File: config.mk
export PLATFORM = sky130hd
export DESIGN_NAME = spi_fifo_pair
export DESIGN_NICKNAME = d
export VERILOG_FILES = /design/src/rtl/spi_fifo_pkg.sv /design/src/rtl/spi_flush_ctrl.sv /design/src/rtl/spi_byte_fifo.sv /design/src/rtl/spi_fifo_pair.sv
export SDC_FILE = /design/constraint.sdc
export NUM_CORES = 1
export LEC_CHECK = 0
export ABC_AREA = 1
export BUFFER_PORTS_ARGS = -buffer_cell sky130_fd_sc_hd__buf_2
export CORE_AREA = 2 2 232 166
export DETAILED_ROUTE_END_ITERATION = 16
export DIE_AREA = 0 0 234 168
export MAX_ROUTING_LAYER = met4
export SETUP_SLACK_MARGIN = 0.3
export SLEW_MARGIN = 40
export SYNTH_ARGS = -nofsm -noshare
export SYNTH_HDL_FRONTEND = slang
export SYNTH_SLANG_ARGS = --single-unit
File: constraint.sdc
create_clock -name clk_i -period 7.9 [get_ports clk_i]
set_input_delay 0.395 -clock clk_i [delete_from_list [all_inputs] [get_ports clk_i]]
set_output_delay 0.395 -clock clk_i [all_outputs]
set_load 0.03 [all_outputs]
File: src/rtl/spi_fifo_pkg.sv
package spi_fifo_pkg;
  localparam int BYTE_W = 8;

  typedef struct packed {
    logic udf;
    logic ovf;
    logic ready;
    logic empty;
    logic full;
  } fifo_flags_t;
endpackage

File: src/rtl/spi_flush_ctrl.sv
module spi_flush_ctrl (
  input  logic clk_i,
  input  logic rst_ni,
  input  logic req_i,
  output logic clear_o,
  output logic busy_o
);
  logic busy_q;

  // one pending cycle, then the clear edge drops busy
  always_ff @(posedge clk_i or negedge rst_ni) begin
    if (!rst_ni)     busy_q <= 1'b0;
    else if (busy_q) busy_q <= 1'b0;
    else             busy_q <= req_i;
  end

  assign clear_o = busy_q;
  assign busy_o  = busy_q;
endmodule

File: src/rtl/spi_byte_fifo.sv
module spi_byte_fifo
  import spi_fifo_pkg::*;
#(
  parameter int DEPTH = 8,
  parameter int LANES = 4,
  parameter bit READY_ON_FREE = 1'b0,
  localparam int PTR_W = $clog2(DEPTH),
  localparam int CNT_W = PTR_W + 1,
  localparam int NB_W  = $clog2(LANES),
  localparam int DW    = BYTE_W * LANES
) (
  input  logic              clk_i,
  input  logic              rst_ni,
  input  logic              clear_i,
  input  logic              word_mode_i,
  input  logic [PTR_W-1:0]  thr_i,
  input  logic              push_i,
  input  logic [DW-1:0]     push_data_i,
  input  logic [NB_W-1:0]   push_nbytes_i,
  input  logic              pop_i,
  output logic [DW-1:0]     head_o,
  output fifo_flags_t       flags_o
);
  logic [BYTE_W-1:0] mem_q [DEPTH];
  logic [BYTE_W-1:0] lane_byte [LANES];
  logic [PTR_W-1:0]  wr_ptr_q, rd_ptr_q;
  logic [CNT_W-1:0]  cnt_q, unit, free, level, add_v, sub_v;
  logic              full, empty, push_ok, pop_ok, ovf_q, udf_q;

  assign unit    = word_mode_i ? CNT_W'(LANES) : CNT_W'(1);
  assign free    = CNT_W'(DEPTH) - cnt_q;
  assign full    = free < unit;
  assign empty   = cnt_q < unit;
  assign push_ok = push_i & ~full;
  assign pop_ok  = pop_i & ~empty;
  assign add_v   = push_ok ? unit : '0;
  assign sub_v   = pop_ok ? unit : '0;
  assign level   = READY_ON_FREE ? free : cnt_q;

  // short word: lanes at or above the count are padded with ones
  always_comb begin
    for (int k = 0; k < LANES; k++) begin
      if (push_nbytes_i == '0 || k < int'(push_nbytes_i))
        lane_byte[k] = push_data_i[BYTE_W*k +: BYTE_W];
      else
        lane_byte[k] = '1;
    end
  end

  always_ff @(posedge clk_i) begin
    if (push_ok && !clear_i) begin
      if (word_mode_i) begin
        for (int k = 0; k < LANES; k++)
          mem_q[wr_ptr_q + PTR_W'(k)] <= lane_byte[k];
      end else begin
        mem_q[wr_ptr_q] <= push_data_i[BYTE_W-1:0];
      end
    end
  end

  always_ff @(posedge clk_i or negedge rst_ni) begin
    if (!rst_ni) begin
      wr_ptr_q <= '0;
      rd_ptr_q <= '0;
      cnt_q    <= '0;
      ovf_q    <= 1'b0;
      udf_q    <= 1'b0;
    end else if (clear_i) begin
      wr_ptr_q <= '0;
      rd_ptr_q <= '0;
      cnt_q    <= '0;
      ovf_q    <= 1'b0;
      udf_q    <= 1'b0;
    end else begin
      if (push_ok) wr_ptr_q <= wr_ptr_q + unit[PTR_W-1:0];
      if (pop_ok)  rd_ptr_q <= rd_ptr_q + unit[PTR_W-1:0];
      cnt_q <= cnt_q + add_v - sub_v;
      if (push_i && full) ovf_q <= 1'b1;
      if (pop_i && empty) udf_q <= 1'b1;
    end
  end

  always_comb begin
    for (int k = 0; k < LANES; k++) begin
      if (word_mode_i || k == 0)
        head_o[BYTE_W*k +: BYTE_W] = mem_q[rd_ptr_q + PTR_W'(k)];
      else
        head_o[BYTE_W*k +: BYTE_W] = '0;
    end
  end

  assign flags_o.full  = full;
  assign flags_o.empty = empty;
  assign flags_o.ready = level > CNT_W'(thr_i);
  assign flags_o.ovf   = ovf_q;
  assign flags_o.udf   = udf_q;
endmodule

File: src/rtl/spi_fifo_pair.sv
module spi_fifo_pair
  import spi_fifo_pkg::*;
#(
  parameter int DEPTH = 8,
  parameter int LANES = 4,
  localparam int THR_W = $clog2(DEPTH),
  localparam int NB_W  = $clog2(LANES),
  localparam int DW    = BYTE_W * LANES,
  localparam int ST_W  = 2 * $bits(fifo_flags_t)
) (
  input  logic             clk_i,
  input  logic             rst_ni,
  input  logic             word_mode_i,
  input  logic [THR_W-1:0] wr_thr_i,
  input  logic [THR_W-1:0] rd_thr_i,
  input  logic             flush_req_i,
  output logic             flush_busy_o,
  input  logic             host_push_i,
  input  logic [DW-1:0]    host_wdata_i,
  input  logic [NB_W-1:0]  host_nbytes_i,
  input  logic             host_pop_i,
  output logic [DW-1:0]    host_rdata_o,
  input  logic             sh_pop_i,
  output logic [DW-1:0]    sh_wdata_o,
  input  logic             sh_push_i,
  input  logic [DW-1:0]    sh_rdata_i,
  output logic [ST_W-1:0]  status_o
);
  logic        clear;
  fifo_flags_t tx_flags, rx_flags;

  spi_flush_ctrl u_flush (
    .clk_i   (clk_i),
    .rst_ni  (rst_ni),
    .req_i   (flush_req_i),
    .clear_o (clear),
    .busy_o  (flush_busy_o)
  );

  spi_byte_fifo #(.DEPTH(DEPTH), .LANES(LANES), .READY_ON_FREE(1'b1)) u_tx (
    .clk_i         (clk_i),
    .rst_ni        (rst_ni),
    .clear_i       (clear),
    .word_mode_i   (word_mode_i),
    .thr_i         (wr_thr_i),
    .push_i        (host_push_i),
    .push_data_i   (host_wdata_i),
    .push_nbytes_i (host_nbytes_i),
    .pop_i         (sh_pop_i),
    .head_o        (sh_wdata_o),
    .flags_o       (tx_flags)
  );

  spi_byte_fifo #(.DEPTH(DEPTH), .LANES(LANES), .READY_ON_FREE(1'b0)) u_rx (
    .clk_i         (clk_i),
    .rst_ni        (rst_ni),
    .clear_i       (clear),
    .word_mode_i   (word_mode_i),
    .thr_i         (rd_thr_i),
    .push_i        (sh_push_i),
    .push_data_i   (sh_rdata_i),
    .push_nbytes_i ('0),
    .pop_i         (host_pop_i),
    .head_o        (host_rdata_o),
    .flags_o       (rx_flags)
  );

  assign status_o = {rx_flags, tx_flags};
endmodule

# Yosys cells after proc, flatten, opt, wreduce, memory -nomap -nowiden
# Memories as Yosys holds them, arrays and structs flattened.
# Index checks and enable logic that the tools add are counted.
# classes
mul,0
order_cmp,9
div_mod_pow,0
n_shift,0
eq_ne,0
reduce_logical,19
addsub,22
bitwise_logic,10
muxes,46
# ops
cell,count
$mux W8,12
$mux W3,9
$add A3 B2 Y3 const B,8
$mux W4,6
$mux W1,19
$lt A4 B4 Y1,4
$reduce_bool A2 Y1,8
$add A3 B1 Y3 const B,4
$add A3 B3 Y3,4
$add A4 B4 Y4,2
$gt A4 B3 Y1,2
$sub A4 B4 Y4,2
$sub A4 B4 Y4 const A,2
$logic_and A1 B1 Y1,6
$and A1 B1 Y1,4
$lt A1 B2 Y1 const A,2
$not A1 Y1,4
$logic_or A1 B1 Y1,3
$logic_not A2 Y1,1
$lt A2 B2 Y1 const A,1
$or A1 B1 Y1,2
$logic_not A1 Y1,1
# totals
ram_bits,128
latch_bits,0
out_inout_bits,75
mem_bits_ro,0
inputBits,80
elab_cells,119
reg_bits,25
memories,2
# mem_list
memory,depth,width,rd,rd_clocked_by_memory_dff,wr,line,rtl
u_rx.mem_q,8,8,4,0,4,spi_byte_fifo.sv:24,logic [BYTE_W-1:0] mem_q [DEPTH];
u_tx.mem_q,8,8,4,0,4,spi_byte_fifo.sv:24,

# Logic depth before layout (Yosys ltp)
# depth
word_depth,8
depth_mapped,16
mapped_depth_nobuf,15

# Hierarchy
# Synthesis repeated with hierarchy kept, for this count alone.
# unflattened
cells_unflattened,2159
hier_area_um2,14845.5
# modules_own_cells
module,instances,area_each_um2,cells_per_inst
spi_byte_fifo at u_rx,1,7443.4,1101
spi_byte_fifo at u_tx,1,7355.8,1053
spi_flush_ctrl,1,42.5,4
spi_fifo_pair,1,3.8,1

# Least setup slack after synthesis
# No wires, ideal clock.
# synth_timing
path_type,input to register
from,input port word_mode_i
to,register u_tx.cnt_q[3]
arrival_ps,3234
path_slack_ps,4534
setup_time_ps,132
required_time_ps,7768
cell_stages,16
cell_sequence,inv_2 buf_2 clkbuf_1 ha_1 nand2_1 nand2_1 nor2_1 nor2_1 buf_4 inv_1 nor2_1 fa_1 ha_1 a21oi_1 xor2_1 nor2_1
# synth_via
elab_chain_cells,8
word_cells_on_any_way,12
# synth_rtl
item,line,rtl
from (decl),spi_fifo_pair.sv:13,"input logic word_mode_i,"
$mux W3,spi_byte_fifo.sv:30,assign unit = word_mode_i ? CNT_W'(LANES) : CNT_W'(1);
$lt A4 B4 Y1,spi_byte_fifo.sv:32,assign full = free < unit;
via u_tx.full,spi_byte_fifo.sv:28,"logic full, empty, push_ok, pop_ok, ovf_q, udf_q;"
$not A1 Y1,spi_byte_fifo.sv:34,assign push_ok = push_i & ~full;
$and A1 B1 Y1,spi_byte_fifo.sv:34,
$mux W4,spi_byte_fifo.sv:36,assign add_v = push_ok ? unit : '0;
$add A4 B4 Y4,spi_byte_fifo.sv:77,cnt_q <= cnt_q + add_v - sub_v;
$sub A4 B4 Y4,spi_byte_fifo.sv:77,
$mux W4,spi_byte_fifo.sv:68,end else if (clear_i) begin
to (signal assigned),spi_byte_fifo.sv:77,
to (decl),spi_byte_fifo.sv:27,"logic [CNT_W-1:0] cnt_q, unit, free, level, add_v, sub_v;"
# The timed path passes the listed nets, and every way through them passes these cells.
# A chain may end at the register's enable or synchronous reset.

# Final worst setup path
# layout_timing
from,register u_tx.rd_ptr_q[0]
to,output port sh_wdata_o[8]
# layout_via
elab_chain_cells,3
# layout_rtl
item,line,rtl
from (decl),spi_byte_fifo.sv:26,"logic [PTR_W-1:0] wr_ptr_q, rd_ptr_q;"
from (signal assigned),spi_byte_fifo.sv:76,if (pop_ok) rd_ptr_q <= rd_ptr_q + unit[PTR_W-1:0];
$add A3 B1 Y3,spi_byte_fifo.sv:86,head_o[BYTE_W*k +: BYTE_W] = mem_q[rd_ptr_q + PTR_W'(k)];
$mem_v2 Z8 W8,-,
$mux W8,spi_byte_fifo.sv:85,if (word_mode_i || k == 0)
to (decl),spi_fifo_pair.sv:24,"output logic [DW-1:0] sh_wdata_o,"
# Every way passes these cells.

==> results.tsv <==
metric	value	unit
status	complete, but fails checks	
violations	hold timing	
worst_pin_slew	0.850	ns
critPathRequiredTime	7.51	ns
synth_top_area_share	0.262	
synth_common_cells	371 x nand2_1, 306 x nand3_1, 305 x a21oi_1, 224 x nor2_1, 170 x o21ai_0	
r2r-start	u_tx.wr_ptr_q[0]$_DFFE_PN0P_	
cts_hold_buf	0	
track_usage	0.299	
setup_viol	0	
synth-seq-cells	153	
timing.critical_path.fanout_max	93	
cts-root-buf	clkbuf_16	
dr.pass1.iters	6	
ys_types	50	
clk_latency	0.43	ns
vias_per_cell	5.93	
die_width	234	um
slew_headroom	0.431	
yosys-top-cells-area	edfxtp_1 26%, nand3_1 10%, a21oi_1 10%	
ys_seq_area_frac	0.305	
wire_per_inst	21.9	um
hold_ws	-0.00291	ns
post_cts_buffers	0	
crit-reg2reg-capture	u_tx.mem_q[7][5]$_DFFE_PP_	
drtAntennaViolNets	0	
design.die.area	0.0393	mm^2
antenna_found_initial	0	
timing_worst_setup_path_type	register to primary output	
ctsResizeCount	0	
die_h	168	um
critPathSlowestCell	clkinv_1	
n_antenna_cell	0	
drc	0	
area_growth	11.2	%
cts_tree	yes	
ys.warnings.count	0	
total_power	6.54	mW
io_buffers	154	
clk_path_buf_depth	2	
rrSetupSlack	3.90	ns
rows	60	
ir_worst_vdd	209	uV
synthCells	2121	
routabilityCongestion	0.999	
synth_nets	2243	
cellLeakagePower	6.97	nW
drt-total-wl	59000	um
drt-initial-drc-count	2391	
fillerInstances	3795	
fin_crit_sh	0.514	
fin_nets	2307	
synth_edf_count	128	
grt_pass1_wl	85700	um
critPathBufInv	5	
final-hold-violation-count	4	
grt_pass1_vias	13227	
multiInputGateArea	0.00899	mm^2
regArea	0.00447	mm^2
tns	0	ns
hold_class	primary input to async pin	
critPathTopFamily	buffers and inverters	
hpwl	45700	um
start_kind	register	
period_minus_slack	4.06	ns
grt_max_degree	100	
fin_skew	0.0187	ns
rr_worst_depth	8	
cts.clk_slew.worst_paths	0.08	ns
cap_violations	0	
cts_buffers	17	
ys_dominant_reg_cell	edfxtp_1	
core	0.0375	mm^2
cp_data_arrival_time	3.66	ns
ios	155	
syn_area	0.0147	mm^2
power_density	401	mW/mm^2
cts_sinks	153	
max_freq	246	MHz
synth_most_common_cell	nand2_1	
synth_area_per_cell	6.91	um^2
crit_path_end_kind	primary output	
htree_levels	4	
rsz0062_at_grt	no	
drive_above_1_share	0.141	
slew_violations	0	
crit_chain	buf_6, clkinv_1, ha_1, buf_4, inv_2, o21ai_0, a21oi_1, o21a_1, buf_2	
synthArstFlopShare	0.163	
grt_remaining_overflow	0	
initial_core_util	0.392	
cpPeakStageDelay	0.59	ns
num_vias	15977	
yosys.area.top_type	edfxtp_1	
[area by class of cell]
cell class / count / area share
Clock buffer: 18 / 0.0269
Clock inverter: 14 / 0.00928
Multi-Input combinational cell: 1647 / 0.551
Sequential cell: 153 / 0.274
Timing Repair Buffer: 170 / 0.0549
Inverter: 196 / 0.0451
Tap cell: 496 / 0.0381
[metrics by stage]
step | instance area, um^2 | cells | utilization | hold slack, ns | setup slack [ns]
floorplan | 14700 | 2121 | - | 0.0994 | 4.53
global placement | 15600 | 2661 | 0.416 | 0.475 | 3.83
detailed placement | 15600 | 2661 | 0.417 | 0.485 | 3.73
CTS | 16200 | 2693 | 0.433 | 0.0288 | 3.28
global route | 16300 | 2694 | 0.435 | 0.0659 | 3.51
finish | 16300 | 2694 | 0.435 | -0.00291 | 3.84
[where the power goes]
part / internal [mW] / leakage [nW] / switching, mW
clock network: 0.456 / 0.283 / 0.384
registers: 1.16 / 1.49 / 0.188
logic: 1.22 / 5.20 / 3.13
[state kept, by name, indices dropped and copies added (netlist names), 3 cells and up]
register	cells
u_rx.mem_q	64
u_tx.mem_q	64
u_rx.cnt_q	4
u_tx.cnt_q	4
u_rx.rd_ptr_q	3
u_rx.wr_ptr_q	3
u_tx.rd_ptr_q	3
u_tx.wr_ptr_q	3
[placed cells by master, fill, tap and decap left out, types with 37 or more instances in the layout]
cell / n
mux2i_1: 38
nand3_1: 305
nor2_1: 222
edfxtp_1: 128
nand2_1: 371
ha_1: 37
a21oi_1: 305
o21ai_0: 169
inv_1: 154
buf_2: 155
[layer usage]
| layer | part of all wire | GRT usage | vias to the layer above |
|---|---|---|---|
| met3 | 0.14 | 0.0891 | 47 |
| met5 | 0 | - | - |
| met2 | 0.36 | 0.348 | 991 |
| met4 | 0.011 | 0.0487 | 0 |
| met1 | 0.49 | 0.488 | 7481 |
| li1 | - | - | 7458 |
[kinds of logic after synthesis]
family	count (synthesis)	synth area share
AOI/OAI and AO/OA	574	0.215
xor gates and xnor gates	20	0.0119
adders and majority gates	42	0.0379
buffers and inverters	321	0.0900
DFF	153	0.305
muxes	38	0.0259
and+or+nand+nor	973	0.314
[how the worst max path moves through the flow]
| stage | to | from | slack (ns) | cells after the start |
|---|---|---|---|---|
| 3_3_place_gp | sh_wdata_o[8] | u_tx.rd_ptr_q[0]$_DFFE_PN0P_ | 3.83 | 9 |
| 3_5_place_dp | sh_wdata_o[8] | u_tx.rd_ptr_q[0]$_DFFE_PN0P_ | 3.73 | 9 |
| 5_1_grt | sh_wdata_o[8] | u_tx.rd_ptr_q[0]$_DFFE_PN0P_ | 3.51 | 9 |
| 6_report | sh_wdata_o[8] | u_tx.rd_ptr_q[0]$_DFFE_PN0P_ | 3.84 | 9 |
| 2_1_floorplan | u_tx.cnt_q[3]$_DFF_PN0_ | word_mode_i | 4.53 | 16 |
| 4_1_cts | sh_wdata_o[8] | u_tx.rd_ptr_q[0]$_DFFE_PN0P_ | 3.28 | 9 |
Note: power is estimated with default switching activity, not from simulation.
